[config.mk]
export PLATFORM = sky130hd
export DESIGN_NAME = potcmd_ctrl
export DESIGN_NICKNAME = d
export VERILOG_FILES = /design/src/rtl/potcmd_pkg.sv /design/src/rtl/potcmd_frame.sv /design/src/rtl/potcmd_wiper.sv /design/src/rtl/potcmd_store.sv /design/src/rtl/potcmd_ctrl.sv
export SDC_FILE = /design/constraint.sdc
export NUM_CORES = 1
export LEC_CHECK = 0
export ABC_AREA = 1
export BUFFER_PORTS_ARGS = -buffer_cell sky130_fd_sc_hd__buf_2
export CAP_MARGIN = 20
export CELL_PAD_IN_SITES_DETAIL_PLACEMENT = 1
export CELL_PAD_IN_SITES_GLOBAL_PLACEMENT = 1
export CORE_UTILIZATION = 44
export DETAILED_ROUTE_END_ITERATION = 6
export PLACE_DENSITY_LB_ADDON = 0.05
export SYNTH_ARGS = -nofsm -noshare
export SYNTH_HDL_FRONTEND = slang
export SYNTH_HIERARCHICAL = 1
export SYNTH_SLANG_ARGS = --single-unit
[constraint.sdc]
create_clock -name clk -period 2.7 [get_ports clk]
set_input_delay 0.27 -clock clk [delete_from_list [all_inputs] [get_ports clk]]
set_output_delay 0.27 -clock clk [all_outputs]
set_load 0.01 [all_outputs]
[src/rtl/potcmd_pkg.sv]
package potcmd_pkg;
   localparam int BYTE_W = 8;
   localparam int NPOT   = 2;
   localparam int NREG   = 4;

   typedef enum logic [3:0] {
      OP_STEP = 4'h2,
      OP_STAT = 4'h5,
      OP_RDW  = 4'h9,
      OP_WRW  = 4'hA,
      OP_RDD  = 4'hB,
      OP_WRD  = 4'hC,
      OP_D2W  = 4'hD,
      OP_W2D  = 4'hE
   } op_e;

   typedef struct packed {
      logic [3:0] op;
      logic [1:0] dsel;
      logic       pot;
   } instr_t;
endpackage

[src/rtl/potcmd_frame.sv]
module potcmd_frame
   import potcmd_pkg::*;
#(
   parameter logic [3:0] TYPE_ID = 4'b0101
) (
   input  logic       clk,
   input  logic       rst_n,
   input  logic       cs_n,
   input  logic       rx_vld,
   input  logic [7:0] rx_byte,
   input  logic [1:0] strap,
   output logic       cs_rise,
   output logic       ins_evt,
   output instr_t     ins_now,
   output logic       dat_evt,
   output logic       dat_first,
   output instr_t     ins_held
);
   typedef enum logic [1:0] {PH_ID, PH_INS, PH_DATA, PH_SKIP} phase_e;

   phase_e ph_q;
   logic   cs_q;
   logic   fresh_q;
   instr_t held_q;
   logic   strobe;
   logic   id_ok;

   assign strobe    = rx_vld & ~cs_n;
   assign id_ok     = (rx_byte[7:4] == TYPE_ID) && (rx_byte[3:2] == 2'b00)
                      && (rx_byte[1:0] == strap);
   assign ins_now   = {rx_byte[7:2], rx_byte[0]};
   assign ins_evt   = strobe && (ph_q == PH_INS) && !rx_byte[1];
   assign dat_evt   = strobe && (ph_q == PH_DATA);
   assign dat_first = fresh_q;
   assign ins_held  = held_q;
   assign cs_rise   = cs_n & ~cs_q;

   always_ff @(posedge clk) begin
      if (!rst_n) begin
         cs_q    <= 1'b1;
         ph_q    <= PH_ID;
         fresh_q <= 1'b0;
         held_q  <= '0;
      end else begin
         cs_q <= cs_n;
         if (cs_n) begin
            ph_q    <= PH_ID;
            fresh_q <= 1'b0;
         end else if (strobe) begin
            case (ph_q)
               PH_ID:  ph_q <= id_ok ? PH_INS : PH_SKIP;
               PH_INS: begin
                  if (rx_byte[1]) begin
                     ph_q <= PH_SKIP;
                  end else begin
                     ph_q    <= PH_DATA;
                     held_q  <= ins_now;
                     fresh_q <= 1'b1;
                  end
               end
               PH_DATA: fresh_q <= 1'b0;
               default: ;
            endcase
         end
      end
   end
endmodule

[src/rtl/potcmd_wiper.sv]
module potcmd_wiper #(
   parameter int         W    = 8,
   parameter logic [W-1:0] INIT = '0
) (
   input  logic         clk,
   input  logic         rst_n,
   input  logic         ld,
   input  logic [W-1:0] ld_val,
   input  logic         step,
   input  logic         up,
   output logic [W-1:0] pos
);
   localparam logic [W-1:0] TOP = {W{1'b1}};

   always_ff @(posedge clk) begin
      if (!rst_n) begin
         pos <= INIT;
      end else if (ld) begin
         pos <= ld_val;
      end else if (step) begin
         if (up && pos != TOP)
            pos <= pos + 1'b1;
         else if (!up && pos != '0)
            pos <= pos - 1'b1;
      end
   end
endmodule

[src/rtl/potcmd_store.sv]
module potcmd_store #(
   parameter int                  W            = 8,
   parameter int                  NCELL        = 8,
   parameter int                  WRITE_CYCLES = 625000,
   parameter logic [W*NCELL-1:0]  INIT         = '0
) (
   input  logic                       clk,
   input  logic                       rst_n,
   input  logic                       arm,
   input  logic [$clog2(NCELL)-1:0]   arm_idx,
   input  logic [W-1:0]               arm_val,
   input  logic                       cs_rise,
   output logic                       wip,
   output logic [W*NCELL-1:0]         cells
);
   localparam int IW = $clog2(NCELL);
   localparam int CW = $clog2(WRITE_CYCLES + 1);

   logic          pend_q;
   logic [IW-1:0] pidx_q;
   logic [W-1:0]  pval_q;
   logic [CW-1:0] cnt_q;
   logic          commit;

   if (WRITE_CYCLES < 1) begin : g_bad_cycles
      $error("WRITE_CYCLES must be at least 1");
   end
   if (NCELL != (1 << IW)) begin : g_bad_cells
      $error("NCELL must be a power of two");
   end

   assign commit = cs_rise & pend_q;

   for (genvar i = 0; i < NCELL; i++) begin : g_cell
      logic [W-1:0] cell_q;
      always_ff @(posedge clk) begin
         if (!rst_n)
            cell_q <= INIT[i*W +: W];
         else if (commit && pidx_q == IW'(i))
            cell_q <= pval_q;
      end
      assign cells[i*W +: W] = cell_q;
   end

   always_ff @(posedge clk) begin
      if (!rst_n) begin
         pend_q <= 1'b0;
         pidx_q <= '0;
         pval_q <= '0;
      end else if (cs_rise) begin
         pend_q <= 1'b0;
      end else if (arm && !wip) begin
         pend_q <= 1'b1;
         pidx_q <= arm_idx;
         pval_q <= arm_val;
      end
   end

   always_ff @(posedge clk) begin
      if (!rst_n) begin
         wip   <= 1'b0;
         cnt_q <= '0;
      end else if (commit) begin
         wip   <= 1'b1;
         cnt_q <= CW'(WRITE_CYCLES);
      end else if (wip) begin
         if (cnt_q == CW'(1))
            wip <= 1'b0;
         cnt_q <= cnt_q - 1'b1;
      end
   end
endmodule

[src/rtl/potcmd_ctrl.sv]
module potcmd_ctrl
   import potcmd_pkg::*;
#(
   parameter int          WRITE_CYCLES = 625000,
   parameter logic [63:0] DR_INIT      = 64'h0,
   parameter logic [3:0]  TYPE_ID      = 4'b0101
) (
   input  logic        clk,
   input  logic        rst_n,
   input  logic        cs_n,
   input  logic        rx_vld,
   input  logic [7:0]  rx_byte,
   input  logic [1:0]  strap_addr,
   output logic [15:0] wiper_pos,
   output logic        wip,
   output logic        rd_vld,
   output logic [7:0]  rd_data
);
   localparam int NCELL = NPOT * NREG;
   localparam int IW    = $clog2(NCELL);

   if (NCELL * BYTE_W != 64) begin : g_bad_init
      $error("DR_INIT width does not match the cell count");
   end

   logic        cs_rise, ins_evt, dat_evt, dat_first;
   instr_t      ins_now, ins_held;
   logic [NCELL*BYTE_W-1:0] cells;
   logic [IW-1:0] now_idx, held_idx;
   logic        d2w, wrw, stp, arm, is_read;
   logic [IW-1:0] arm_idx;
   logic [7:0]  arm_val;

   potcmd_frame #(.TYPE_ID(TYPE_ID)) u_frame (
      .clk(clk), .rst_n(rst_n), .cs_n(cs_n), .rx_vld(rx_vld),
      .rx_byte(rx_byte), .strap(strap_addr), .cs_rise(cs_rise),
      .ins_evt(ins_evt), .ins_now(ins_now), .dat_evt(dat_evt),
      .dat_first(dat_first), .ins_held(ins_held)
   );

   assign now_idx  = {ins_now.pot, ins_now.dsel};
   assign held_idx = {ins_held.pot, ins_held.dsel};
   assign d2w      = ins_evt && (ins_now.op == OP_D2W);
   assign wrw      = dat_evt && dat_first && (ins_held.op == OP_WRW);
   assign stp      = dat_evt && (ins_held.op == OP_STEP);

   for (genvar p = 0; p < NPOT; p++) begin : g_pot
      logic ld;
      assign ld = (d2w && ins_now.pot == 1'(p)) || (wrw && ins_held.pot == 1'(p));
      potcmd_wiper #(.W(BYTE_W), .INIT(DR_INIT[p*NREG*BYTE_W +: BYTE_W])) u_wiper (
         .clk(clk), .rst_n(rst_n), .ld(ld),
         .ld_val(d2w ? cells[now_idx*BYTE_W +: BYTE_W] : rx_byte),
         .step(stp && ins_held.pot == 1'(p)), .up(rx_byte[0]),
         .pos(wiper_pos[p*BYTE_W +: BYTE_W])
      );
   end

   assign arm     = (dat_evt && dat_first && ins_held.op == OP_WRD)
                    || (ins_evt && ins_now.op == OP_W2D);
   assign arm_idx = ins_evt ? now_idx : held_idx;
   assign arm_val = ins_evt ? wiper_pos[ins_now.pot*BYTE_W +: BYTE_W] : rx_byte;

   potcmd_store #(
      .W(BYTE_W), .NCELL(NCELL), .WRITE_CYCLES(WRITE_CYCLES), .INIT(DR_INIT)
   ) u_store (
      .clk(clk), .rst_n(rst_n), .arm(arm), .arm_idx(arm_idx),
      .arm_val(arm_val), .cs_rise(cs_rise), .wip(wip), .cells(cells)
   );

   assign is_read = ins_evt && (ins_now.op == OP_RDW || ins_now.op == OP_RDD
                                || ins_now.op == OP_STAT);

   always_ff @(posedge clk) begin
      if (!rst_n) begin
         rd_vld  <= 1'b0;
         rd_data <= '0;
      end else begin
         rd_vld <= is_read;
         if (is_read) begin
            case (ins_now.op)
               OP_RDW:  rd_data <= wiper_pos[ins_now.pot*BYTE_W +: BYTE_W];
               OP_RDD:  rd_data <= cells[now_idx*BYTE_W +: BYTE_W];
               default: rd_data <= {7'b0, wip};
            endcase
         end
      end
   end
endmodule

---- Word level (Yosys, flattened, before mapping) ----
Index checks and enable logic that the tools add are counted.
word-level totals
  bits in registers ....................... 133
  input port bits ......................... 14
  word-level logic and storage cells ...... 145
operators by class
  $add $sub $neg .......................... 5
  equal/unequal tests ..................... 22
  shift-type cells ........................ 2
  muxes and demuxes ....................... 22
  bitwise operators ....................... 10
  reduce and logical (&&, ||, !) cells .... 60
operators by type and width
  cell                   count
  $mux 8                 10
  $shiftx 64x7->8        1
  $mux 20                2
  $logic_and 1x1->1      31
  $eq 4x4->1 const B     6
  $eq 20x1->1 const B    1
  $sub 20x1->20 const B  1
  $add 8x1->8 const B    2
  $ne 8x8->1 const B     2
  $pmux 8 s2             1
  $reduce_bool 8->1      2
  $shiftx 16x5->8        1
  $sub 8x1->8 const B    2
  $eq 3x3->1 const B     4
  $reduce_bool 2->1      5
  $reduce_and 2->1       4
  $not 1->1              7
  $eq 3x2->1 const B     2
  $reduce_bool 3->1      2
  $reduce_or 2->1        3
  $logic_or 1x1->1       5
  $mux 1                 5
  $eq 4x2->1 const B     1
  $eq 4x3->1 const B     1
  15 further kinds       20

---- Logic depth before layout (Yosys ltp) ----
Gate-level depths: netlist (run 1).
  depth in word-level cells ............... 9
  gate-level depth with buffers ........... 15
  gate-level depth less buffers ........... 15

---- Hierarchy ----
Netlist (run 1), hierarchy kept.
modules (own cells, without submodules)
  module        instances  cells each  area each (um2)
  potcmd_store  1          446         3672.3
  potcmd_ctrl   1          350         1732.9
  potcmd_wiper  2          131         820.8
  potcmd_frame  1          77          535.5

---- Worst setup path after synthesis (run 1) ----
OpenSTA, ideal clock, no wires.
  kind .................................... flip-flop to flip-flop
  from .................................... reg g_pot[0].u_wiper.pos[0]
  to ...................................... reg g_pot[0].u_wiper.pos[7]
  setup time .............................. 120 ps
  arrival ................................. 1889 ps
  data required time ...................... 2580 ps
  slack ................................... 691 ps
  cell stages (with the launch flop) ...... 14
  buffers on the path ..................... 0
  period minus slack after synthesis ...... 2009 ps
  path through ............................ dfxtp_1 > nand2_2 > nor2_4 > nand2_1 > nand2_1 > ha_1 > a21oi_1 > nand2_1 > nand2_1 > nand2_1 > inv_1 > nand2_1 > nand3_2 > a21oi_2
between the ends
  longest elaborated chain between the ends .. 5
  elaborated cells between the ends (all ways) .. 12
ends and longest elaborated chain
  what                                                line                                    source
  start, declared                                     potcmd_wiper.sv:11                      output logic [W-1:0] pos
  start signal, assigned                              potcmd_wiper.sv:19                      pos <= ld_val;
  start signal, assigned                              potcmd_wiper.sv:22                      pos <= pos + 1'b1;
  start signal, assigned                              potcmd_wiper.sv:24                      pos <= pos - 1'b1;
  $sub 8x1->8 / $ne 8x8->1 (equally long branches)    potcmd_wiper.sv:24, potcmd_wiper.sv:21
  $mux 8 / $logic_and 1x1->1 (equally long branches)  potcmd_wiper.sv:23, potcmd_wiper.sv:21
  $mux 8                                              potcmd_wiper.sv:21                      if (up && pos != TOP)
  $mux 8                                              potcmd_wiper.sv:20                      end else if (step) begin
  $mux 8                                              potcmd_wiper.sv:18                      end else if (ld) begin
Parallel ways exist; a longest one is shown, timed or not. The select of a mux whose other input is x is not followed.
A chain may end at the register's enable or synchronous reset.

---- Worst setup path after layout (run 1) ----
  from .................................... reg g_pot[0].u_wiper.pos[5]
  to ...................................... reg g_pot[0].u_wiper.pos[5]
The elaborated chain is that of the path after synthesis.

==> results of run 1 <==
[flip-flops by register name, indices dropped and copies added, names as in the netlist]
name,cells
u_frame/cs_q,1
u_store/pval_q,8
rd_vld,1
u_frame/ins_held,7
u_store/cnt_q,20
g_pot.u_wiper/pos,16
u_frame/ph_q,2
u_frame/dat_first,1
rd_data,8
u_store/pidx_q,3
u_store/wip,1
u_store/pend_q,1
u_store/g_cell.cell_q,64
[cells in the final DEF (no fill, tap or decap), drive strengths merged, types with 3 or more instances in the layout]
master,Yosys,final
nand3,102,102
dfxtp,133,133
ha,16,16
nor3,8,8
inv,143,144
clkinvlp,0,3
nand2,281,281
buf,34,52
o21ai,118,118
or2,7,7
nor2,112,112
xor2,4,4
nand3b,5,5
bufinv,0,3
a21oi,120,120
xnor2,3,3
clkbuf,12,21
clkinv,11,15
nand4,15,15
[cell usage after synthesis, drive strengths merged, types with 4 or more instances]
| library cell | instances |
|---|---|
| a21oi | 120 |
| buf | 34 |
| clkbuf | 12 |
| clkinv | 11 |
| dfxtp | 133 |
| ha | 16 |
| inv | 143 |
| nand2 | 281 |
| nand3 | 102 |
| nand3b | 5 |
| nand4 | 15 |
| nor2 | 112 |
| nor3 | 8 |
| o21ai | 118 |
| or2 | 7 |
| xor2 | 4 |
[area by class of cell]
cell class                 count  area, um2  area share [%]
multi-input combinational    802       4030            47.4
clock buffer                  21        470            5.54
clock inverter                11        149            1.75
sequential                   133       2660            31.4
inverter                     154        589            6.94
timing repair buffer          52        318            3.74
tap                          220        275            3.24
[critical path: stages (launching register included)]
cell     delay [ns]
dfxtp_1        0.54
nand2_1        0.11
nor2_2         0.16
nand2_1        0.09
nand2_1        0.30
ha_1           0.39
a21oi_1        0.18
nand2_1        0.13
nand3_1        0.11
nand3_1        0.08
a21oi_1        0.15
nor2_1         0.05
nor2_1         0.09
[stage by stage]
stage	hold slack, ns	cells
detailed placement	0.471	1361
global placement	0.461	1361
floorplan	0.379	1135
global route	0.115	1393
CTS	0.0957	1393
finish	0.107	1393
[metal layers]
metal  routed length, um  track usage [%]
met2               11500             47.6
met3                 739             4.34
met5                   0                0
met1               11000             36.0
met4                 479             11.4
[cell families after synthesis]
logic type / after synthesis / share of synthesized area (%)
AND/OR/NAND/NOR: 533 / 32.6
AO/OA/AOI/OAI: 242 / 16.2
buffers and inverters: 200 / 11.8
flip-flops: 133 / 35.1
adder cells (fa/ha/maj): 18 / 3.17
XOR/XNOR: 7 / 0.809
multiplexers: 2 / 0.264
[worst max path at each step]
stage / start / end / slack [ns] / cells after the start
2_1_floorplan: g_pot[0].u_wiper/pos[0] / g_pot[0].u_wiper/pos[7] / 0.69 / 13
3_3_place_gp: g_pot[0].u_wiper/pos[5] / g_pot[0].u_wiper/pos[7] / 0.34 / 13
4_1_cts: g_pot[1].u_wiper/pos[5] / g_pot[1].u_wiper/pos[7] / 0.28 / 13
6_report: g_pot[0].u_wiper/pos[5] / g_pot[0].u_wiper/pos[5] / 0.24 / 12
3_5_place_dp: g_pot[0].u_wiper/pos[5] / g_pot[0].u_wiper/pos[7] / 0.30 / 13
5_1_grt: g_pot[1].u_wiper/pos[5] / g_pot[1].u_wiper/pos[7] / 0.06 / 13
[power by group through the flow]
stage | sequential (mW) | clock (mW) | combinational [mW]
floorplan | 2.01 | 0 | 0.188
global placement | 2.01 | 0 | 0.272
detailed placement | 2.01 | 0 | 0.273
CTS | 1.97 | 2.50 | 0.275
global route | 1.97 | 2.58 | 0.305
finish | 1.97 | 2.46 | 0.274
==> impl_metrics.ini, run 1 <==
[clocking]
cts_root_buf = clkbuf_16
ctsResizeCount = 0
cts_tree = done
clock_latency_ns = 0.43
clkSinkCount = 133
clkTransAtPathRegs_ns = 0.06
clockBufferDepth = 2
cts_setup_buffers = 0
postCtsHoldBufs = 0
cts.htree.levels = 4
cts-buffers-inserted = 17

[setup_path]
cp-start-kind = register
r2r_end = g_pot[0].u_wiper/pos[5]
arrival_ns = 2.82
r2r-start = g_pot[0].u_wiper/pos[5]
crit_path_end_kind = register
cp_max_fo = 9
rrSetupSlack_ns = 0.24
cp.required_ns = 3.06
r2r_cells = 12
crit_type = register to register

[floorplan]
die_y_um = 133
die_w_um = 133
dieArea_um2 = 17800
core_um2 = 16700
initial_core_util_pct = 45.4
ios = 40
rows = 47

[routing]
post_drt_wl_per_cell_um = 17.1
ant_nets = 0
drt_iter0_markers = 360
vias = 7446
drt_first_pass_iters = 6
drc = 0
wirelength_um = 23800
vias_per_cell = 5.35

[grt]
grt_usage_pct = 28.2
antenna_found_initial = 0
grt_pass1_wl_um = 39100
grt.overflow.total = 0
grt_max_degree = 102
first_global_vias = 7515

[timing]
worst_pin_slew_ns = 0.467
period_minus_slack_ns = 2.46
hold_viol_final = 0
fmaxAchievable_mhz = 407
rsz0062_at_grt = no
finalWorstSetupSlack_ns = 0.242
fin_crit_sh_pct = 91.0
setup_viol = 0
max-slew-margin-rel_pct = 68.5
fin_setup_tns_ns = 0
fin_skew_ns = 0.0109
maxSlewViolCount = 0

[hold_path]
hold_path.class = primary input to register
hp-start = rx_vld
hold_depth = 3
whs_endpoint = u_frame/ph_q[1]

[yosys]
synth_largest_area_cell = dfxtp_1
avgSynthCellArea_um2 = 6.68
yosysSeqAreaShare_pct = 35.1
ys_types = 44
ys_ff_latch = 133
synth_cells = 1135
synth_edf_count = 0
syn_area_um2 = 7580
synth_fp_nets = 1167
yosys_warnings = 6
synthTopCellsByArea = dfxtp_1 35%, nand2_1 13%, a21oi_1 7.7%
async_flop_share_pct = 0
synth_ff_type = dfxtp_1
synth_top_area_share_pct = 35.1

[pwr]
seqPwrFrac_pct = 41.8
p_total_mw = 4.70
p_clk_share_pct = 52.3
p_switching_mw = 1.13
vdd_drop_max_mv = 0.440
p_sw_share_pct = 24.1
power_frac_comb_pct = 5.8
p_leak_nw = 3.84
p_per_area_nw_per_um2 = 554
p_int_mw = 3.57

[place]
post-dp-hpwl_um = 16300
dp_slack_ns = 0.303
placed_area_um2 = 7870
place.gp.congestion = 0.876
io_buffers = 39

[job]
maxCapViolations = 0

[finish]
fin_util_pct = 50.8
nets = 1192
diodes = 0
drive_gt1_share_pct = 13.8
area_delta_synth_final_pct = 12.0
fillCellCount = 2223
final_area_um2 = 8490

[run_status]
status = finished, final reports clean
Note: power is estimated with default switching activity, not from simulation.
==> inputs of run 2 (changes only) <==
- CORE_UTILIZATION: 44 -> 35
==> run 2 against run 1 <==
Against the previous run:
- critical path depth rose by 1
- setup slack improved by 0.16 ns
- utilization decreased by 9.7 points
- sequential share of layout area is 0.76 points lower
- die area increased by 25%
- clock skew hardly changed
- wire length rose by 4.9%
- critical path type unchanged
==> impl_metrics.ini, run 2 (same netlist as run 1, synthesis figures left out) <==
[place]
place.gp.congestion = 0.814
post-dp-hpwl_um = 17300
dp_slack_ns = 0.397
io_buffers = 39
placed_area_um2 = 7990

[pwr]
p_per_area_nw_per_um2 = 583
p_int_mw = 3.95
seqPwrFrac_pct = 38.8
p_leak_nw = 3.93
p_total_mw = 5.07
p_switching_mw = 1.13
p_clk_share_pct = 55.9
power_frac_comb_pct = 5.3
vdd_drop_max_mv = 0.350
p_sw_share_pct = 22.2

[finish]
diodes = 0
regMostFlops = u_store/g_cell.cell_q
largest_register_ffs = 64
area_delta_synth_final_pct = 14.8
final_cell_mix = 264 x nand2_1, 133 x dfxtp_1, 124 x inv_1
nets = 1200
reg.largest.list = u_store/g_cell.cell_q x64, u_store/cnt_q x20, g_pot.u_wiper/pos x16
final_area_um2 = 8700
final_common_cell = nand2_1
drive_gt1_share_pct = 14.5

[routing]
post_drt_wl_per_cell_um = 17.1
wirelength_um = 24900
vias = 7334
ant_nets = 0
drt_iter0_markers = 227
vias_per_cell = 5.04
drt_first_pass_iters = 5
drc = 0

[setup_path]
r2r_cells = 13
slowest_stage = dfxtp_1
rrSetupSlack_ns = 0.40
crit_path_end_kind = register
path_common_cell = nand2_1
r2r_end = g_pot[0].u_wiper/pos[5]
cp_max_fo = 9
cp.required_ns = 3.01
cp.buffers_inverters = 0
arrival_ns = 2.61
crit_type = register to register
cp_top_family = simple AND/OR/NAND/NOR gates
r2r-start = g_pot[0].u_wiper/pos[0]
slowest_delay_ns = 0.53
crit_chain = nand2_2 > nor2_4 > nand2_1 > nand2_1 > ha_1 > a21oi_1 > nand2_1 > nand3_1 > nand2_1 > nand2_1 > a21oi_1 > nor2_1 > nor2_1
cp-start-kind = register

[floorplan]
ios = 40
die_w_um = 149
die_y_um = 149
core_um2 = 21200
dieArea_um2 = 22300
initial_core_util_pct = 35.8
rows = 53

[hold_path]
whs_endpoint = u_frame/cs_q
hold_depth = 3
hold_path.class = primary input to register
hp-start = cs_n

[clocking]
cts_tree = done
cts.htree.levels = 4
clkTransAtPathRegs_ns = 0.06
clockBufferDepth = 2
clkSinkCount = 133
ctsResizeCount = 0
cts_root_buf = clkbuf_16
clock_latency_ns = 0.43
cts_setup_buffers = 0
cts-buffers-inserted = 17
postCtsHoldBufs = 0

[timing]
fin_crit_sh_pct = 85.1
maxSlewViolCount = 0
finalWorstSetupSlack_ns = 0.402
worst_pin_slew_ns = 0.556
rsz0062_at_grt = no
fin_setup_tns_ns = 0
hold_viol_final = 0
fin_skew_ns = 0.0104
period_minus_slack_ns = 2.30
max-slew-margin-rel_pct = 62.9
fmaxAchievable_mhz = 435
setup_viol = 0

[grt]
first_global_vias = 7186
met3_usage_pct = 3.15
grtUsageMet2_pct = 39.8
grt_pass1_wl_um = 39600
grt.overflow.total = 0
grt_usage_pct = 23.3
grt.met1_usage_pct = 30.4
busiest_layer = met2
grt_max_degree = 102
antenna_found_initial = 0

[run_status]
status = finished, final reports clean

[job]
maxCapViolations = 0
run 2: cell count changes in the layout (fill, tap and decap cells not counted):
cell / previous run / this run
buf_4: 11 / 20
bufinv_16: 3 / 7
clkinvlp_4: 3 / 0
buf_12: 2 / 1
clkbuf_1: 1 / 0
run 2: layout make-up:
cell class	count	area, um2
Fill cell	2738	12500
Multi-Input combinational cell	802	4030
Sequential cell	133	2660
Inverter	154	589
Clock buffer	20	467
Timing Repair Buffer	60	365
Tap cell	275	344
Clock inverter	12	246
run 2: worst max path at each step:
| stage | start | endpoint | slack (ns) | cells after the start |
|---|---|---|---|---|
| floorplan | g_pot[0].u_wiper/pos[0] | g_pot[0].u_wiper/pos[7] | 0.69 | 13 |
| global placement | g_pot[1].u_wiper/pos[0] | g_pot[1].u_wiper/pos[5] | 0.44 | 13 |
| detailed placement | g_pot[0].u_wiper/pos[0] | g_pot[0].u_wiper/pos[5] | 0.40 | 13 |
| CTS | g_pot[1].u_wiper/pos[0] | g_pot[1].u_wiper/pos[6] | 0.39 | 12 |
| global route | g_pot[0].u_wiper/pos[0] | g_pot[0].u_wiper/pos[4] | 0.08 | 14 |
| finish | g_pot[0].u_wiper/pos[0] | g_pot[0].u_wiper/pos[5] | 0.40 | 13 |
run 2: metrics by stage:
| stage | std cells | hold WS, ns | utilization (%) |
|---|---|---|---|
| finish | 1456 | 0.108 | 41.1 |
| global route | 1456 | 0.119 | 41.1 |
| CTS | 1456 | 0.0969 | 41.1 |
| detailed placement | 1424 | 0.460 | 37.8 |
| global placement | 1424 | 0.455 | 37.8 |
| floorplan | 1135 | 0.379 | - |
run 2: power groups by stage:
stage | clock (mW) | combinational [mW] | sequential (mW)
finish | 2.83 | 0.271 | 1.97
global route | 2.96 | 0.304 | 1.97
CTS | 2.89 | 0.275 | 1.97
detailed placement | 0 | 0.274 | 2.01
global placement | 0 | 0.271 | 2.01
floorplan | 0 | 0.188 | 2.01
run 2: layer usage:
| layer | up-vias | wire (um) |
|---|---|---|
| li1 | 3720 | - |
| met1 | 3496 | 12000 |
| met2 | 97 | 11800 |
| met3 | 21 | 753 |
| met4 | 0 | 311 |
| met5 | - | 0 |
run 2: worst register-to-register path, cell delays in order (launching register included):
cell and delay [ns]:
dfxtp_1 0.53, nand2_2 0.11, nor2_4 0.13, nand2_1 0.07, nand2_1 0.28, ha_1 0.37
a21oi_1 0.16, nand2_1 0.11, nand3_1 0.11, nand2_1 0.06, nand2_1 0.06, a21oi_1 0.05
nor2_1 0.09, nor2_1 0.04
==> inputs of run 3 (changes only) <==
- BUFFER_PORTS_ARGS: -buffer_cell sky130_fd_sc_hd__buf_2 -> not set
- DONT_BUFFER_PORTS: not set -> 1
- REMOVE_ABC_BUFFERS: not set -> 1
==> run 3 against run 2 <==
Against the previous run:
- sequential power barely moved
- count of clock-buffer cells in the layout is 5 higher
- critical path depth did not move
- first-iteration DRC count grew 59%
- setup slack gained 0.0065 ns
- non-clock buffer count shrank 33
- combinational power decreased by 20%
- critical path type unchanged
==> impl_metrics.ini, run 3 (same netlist as run 1, synthesis figures left out) <==
[hold_path]
hp-start = rx_byte[3]
whs_endpoint = u_frame/ins_held[2]
hold_path.class = primary input to register
hold_depth = 2

[clocking]
cts_root_buf = clkbuf_16
cts-buffers-inserted = 17
ctsResizeCount = 0
clkSinkCount = 133
cts.htree.levels = 4
clock_latency_ns = 0.42
clkTransAtPathRegs_ns = 0.07
cts_tree = done
clockBufferDepth = 2

[floorplan]
core_um2 = 21200
die_y_um = 149
dieArea_um2 = 22300
initial_core_util_pct = 35.8
ios = 40
rows = 53
die_w_um = 149

[timing]
worst_pin_slew_ns = 0.483
fin_crit_sh_pct = 84.9
hold_viol_final = 0
fmaxAchievable_mhz = 436
finalWorstSetupSlack_ns = 0.408
max-slew-margin-rel_pct = 67.5
whs_ns = 0.0273
rsz0062_at_grt = no
fin_skew_ns = 0.0131
period_minus_slack_ns = 2.29
fin_setup_tns_ns = 0
maxSlewViolCount = 0
setup_viol = 0

[routing]
vias_per_cell = 5.06
wl_met2_um = 11700
drt_iter0_markers = 361
drc = 0
drt_first_pass_iters = 4
top_layer = met4
wl_met3_um = 659
drt-met1-wl_um = 11900
vias = 7202
post_drt_wl_per_cell_um = 17.2
ant_nets = 0
wirelength_um = 24500

[setup_path]
cp.required_ns = 3.01
crit_type = register to register
crit_path_end_kind = register
cp_top_family = simple AND/OR/NAND/NOR gates
cp-start-kind = register
path_common_cell = nand2_1
slowest_delay_ns = 0.49
crit_chain = nand2_1 > nor2_2 > nand2_1 > nand2_1 > ha_1 > a21oi_1 > nand2_1 > nand3_1 > nand2_1 > nand2_1 > a21oi_1 > nor2_1 > nor2_1
arrival_ns = 2.60
r2r_end = g_pot[0].u_wiper/pos[5]
r2r_cells = 13
slowest_stage = dfxtp_1
r2r-start = g_pot[0].u_wiper/pos[7]
cp_max_fo = 9
rrSetupSlack_ns = 0.41
cp.buffers_inverters = 0

[pwr]
p_total_mw = 4.40
p_per_area_nw_per_um2 = 524
p_leak_nw = 3.68
vdd_drop_max_mv = 0.354

[finish]
nets = 1167
largest_register_ffs = 64
reg.largest.list = u_store/g_cell.cell_q x64, u_store/cnt_q x20, g_pot.u_wiper/pos x16
final-instance-count-excl-fill = 1423
drive_gt1_share_pct = 11.5
fillCellCount = 2757
fin_util_pct = 39.7
final_area_um2 = 8400
final_cell_mix = 264 x nand2_1, 133 x dfxtp_1, 124 x inv_1
final_common_cell = nand2_1
area_delta_synth_final_pct = 10.8
regMostFlops = u_store/g_cell.cell_q
diodes = 0

[place]
placed_area_um2 = 7790
io_buffers = 0
dp_cells = 1387
post-dp-hpwl_um = 16800
dp_slack_ns = 0.409
place.gp.congestion = 0.831

[grt]
grt_usage_pct = 23.3
first_global_vias = 7452
grt_max_degree = 65
grt.overflow.total = 0
antenna_found_initial = 0
grt_pass1_wl_um = 40100

[run_status]
status = finished, final reports clean

[job]
maxCapViolations = 0
[run 3: how the worst max path moves through the flow]
stage,start,to,slack (ns),cells past startpoint
floorplan,cs_n,g_pot[0].u_wiper/pos[5],0.45,12
global placement,g_pot[0].u_wiper/pos[7],g_pot[0].u_wiper/pos[5],0.51,13
detailed placement,g_pot[0].u_wiper/pos[7],g_pot[0].u_wiper/pos[5],0.41,13
CTS,g_pot[0].u_wiper/pos[7],g_pot[0].u_wiper/pos[5],0.40,13
global route,g_pot[0].u_wiper/pos[7],g_pot[0].u_wiper/pos[5],0.14,13
finish,g_pot[0].u_wiper/pos[7],g_pot[0].u_wiper/pos[5],0.41,13
[run 3: cell type report]
cell class	instances	area, um2	share of cell area [%]
repair buffers	27	230	2.74
inverters	154	589	7.01
multi-input cells	802	4030	47.9
clock buffers	25	505	6.01
flip-flops and latches	133	2660	31.7
well taps	275	344	4.09
clock inverters	7	46.3	0.551
[run 3: power by group]
part           switching [mW]  internal [mW]
combinational           0.147         0.0713
clock                   0.919           1.29
sequential            0.00219           1.97
[run 3: what timing repair did]
action,CTS,global route
buffers inserted,0,0
hold buffers,3,1
hold endpoints to repair,65,5
[run 3: per-layer routing]
layer / GRT usage [%] / up-vias
met5: 0 / -
met4: 6.73 / 0
met3: 4.10 / 23
met2: 39.8 / 76
met1: 29.9 / 3447
li1: - / 3656
[run 3: worst register-to-register path, stage by stage, from the launching register on]
cell	delay [ns]
dfxtp_1	0.49
nand2_1	0.11
nor2_2	0.12
nand2_1	0.08
nand2_1	0.27
ha_1	0.37
a21oi_1	0.18
nand2_1	0.13
nand3_1	0.12
nand2_1	0.06
nand2_1	0.05
a21oi_1	0.05
nor2_1	0.08
nor2_1	0.04
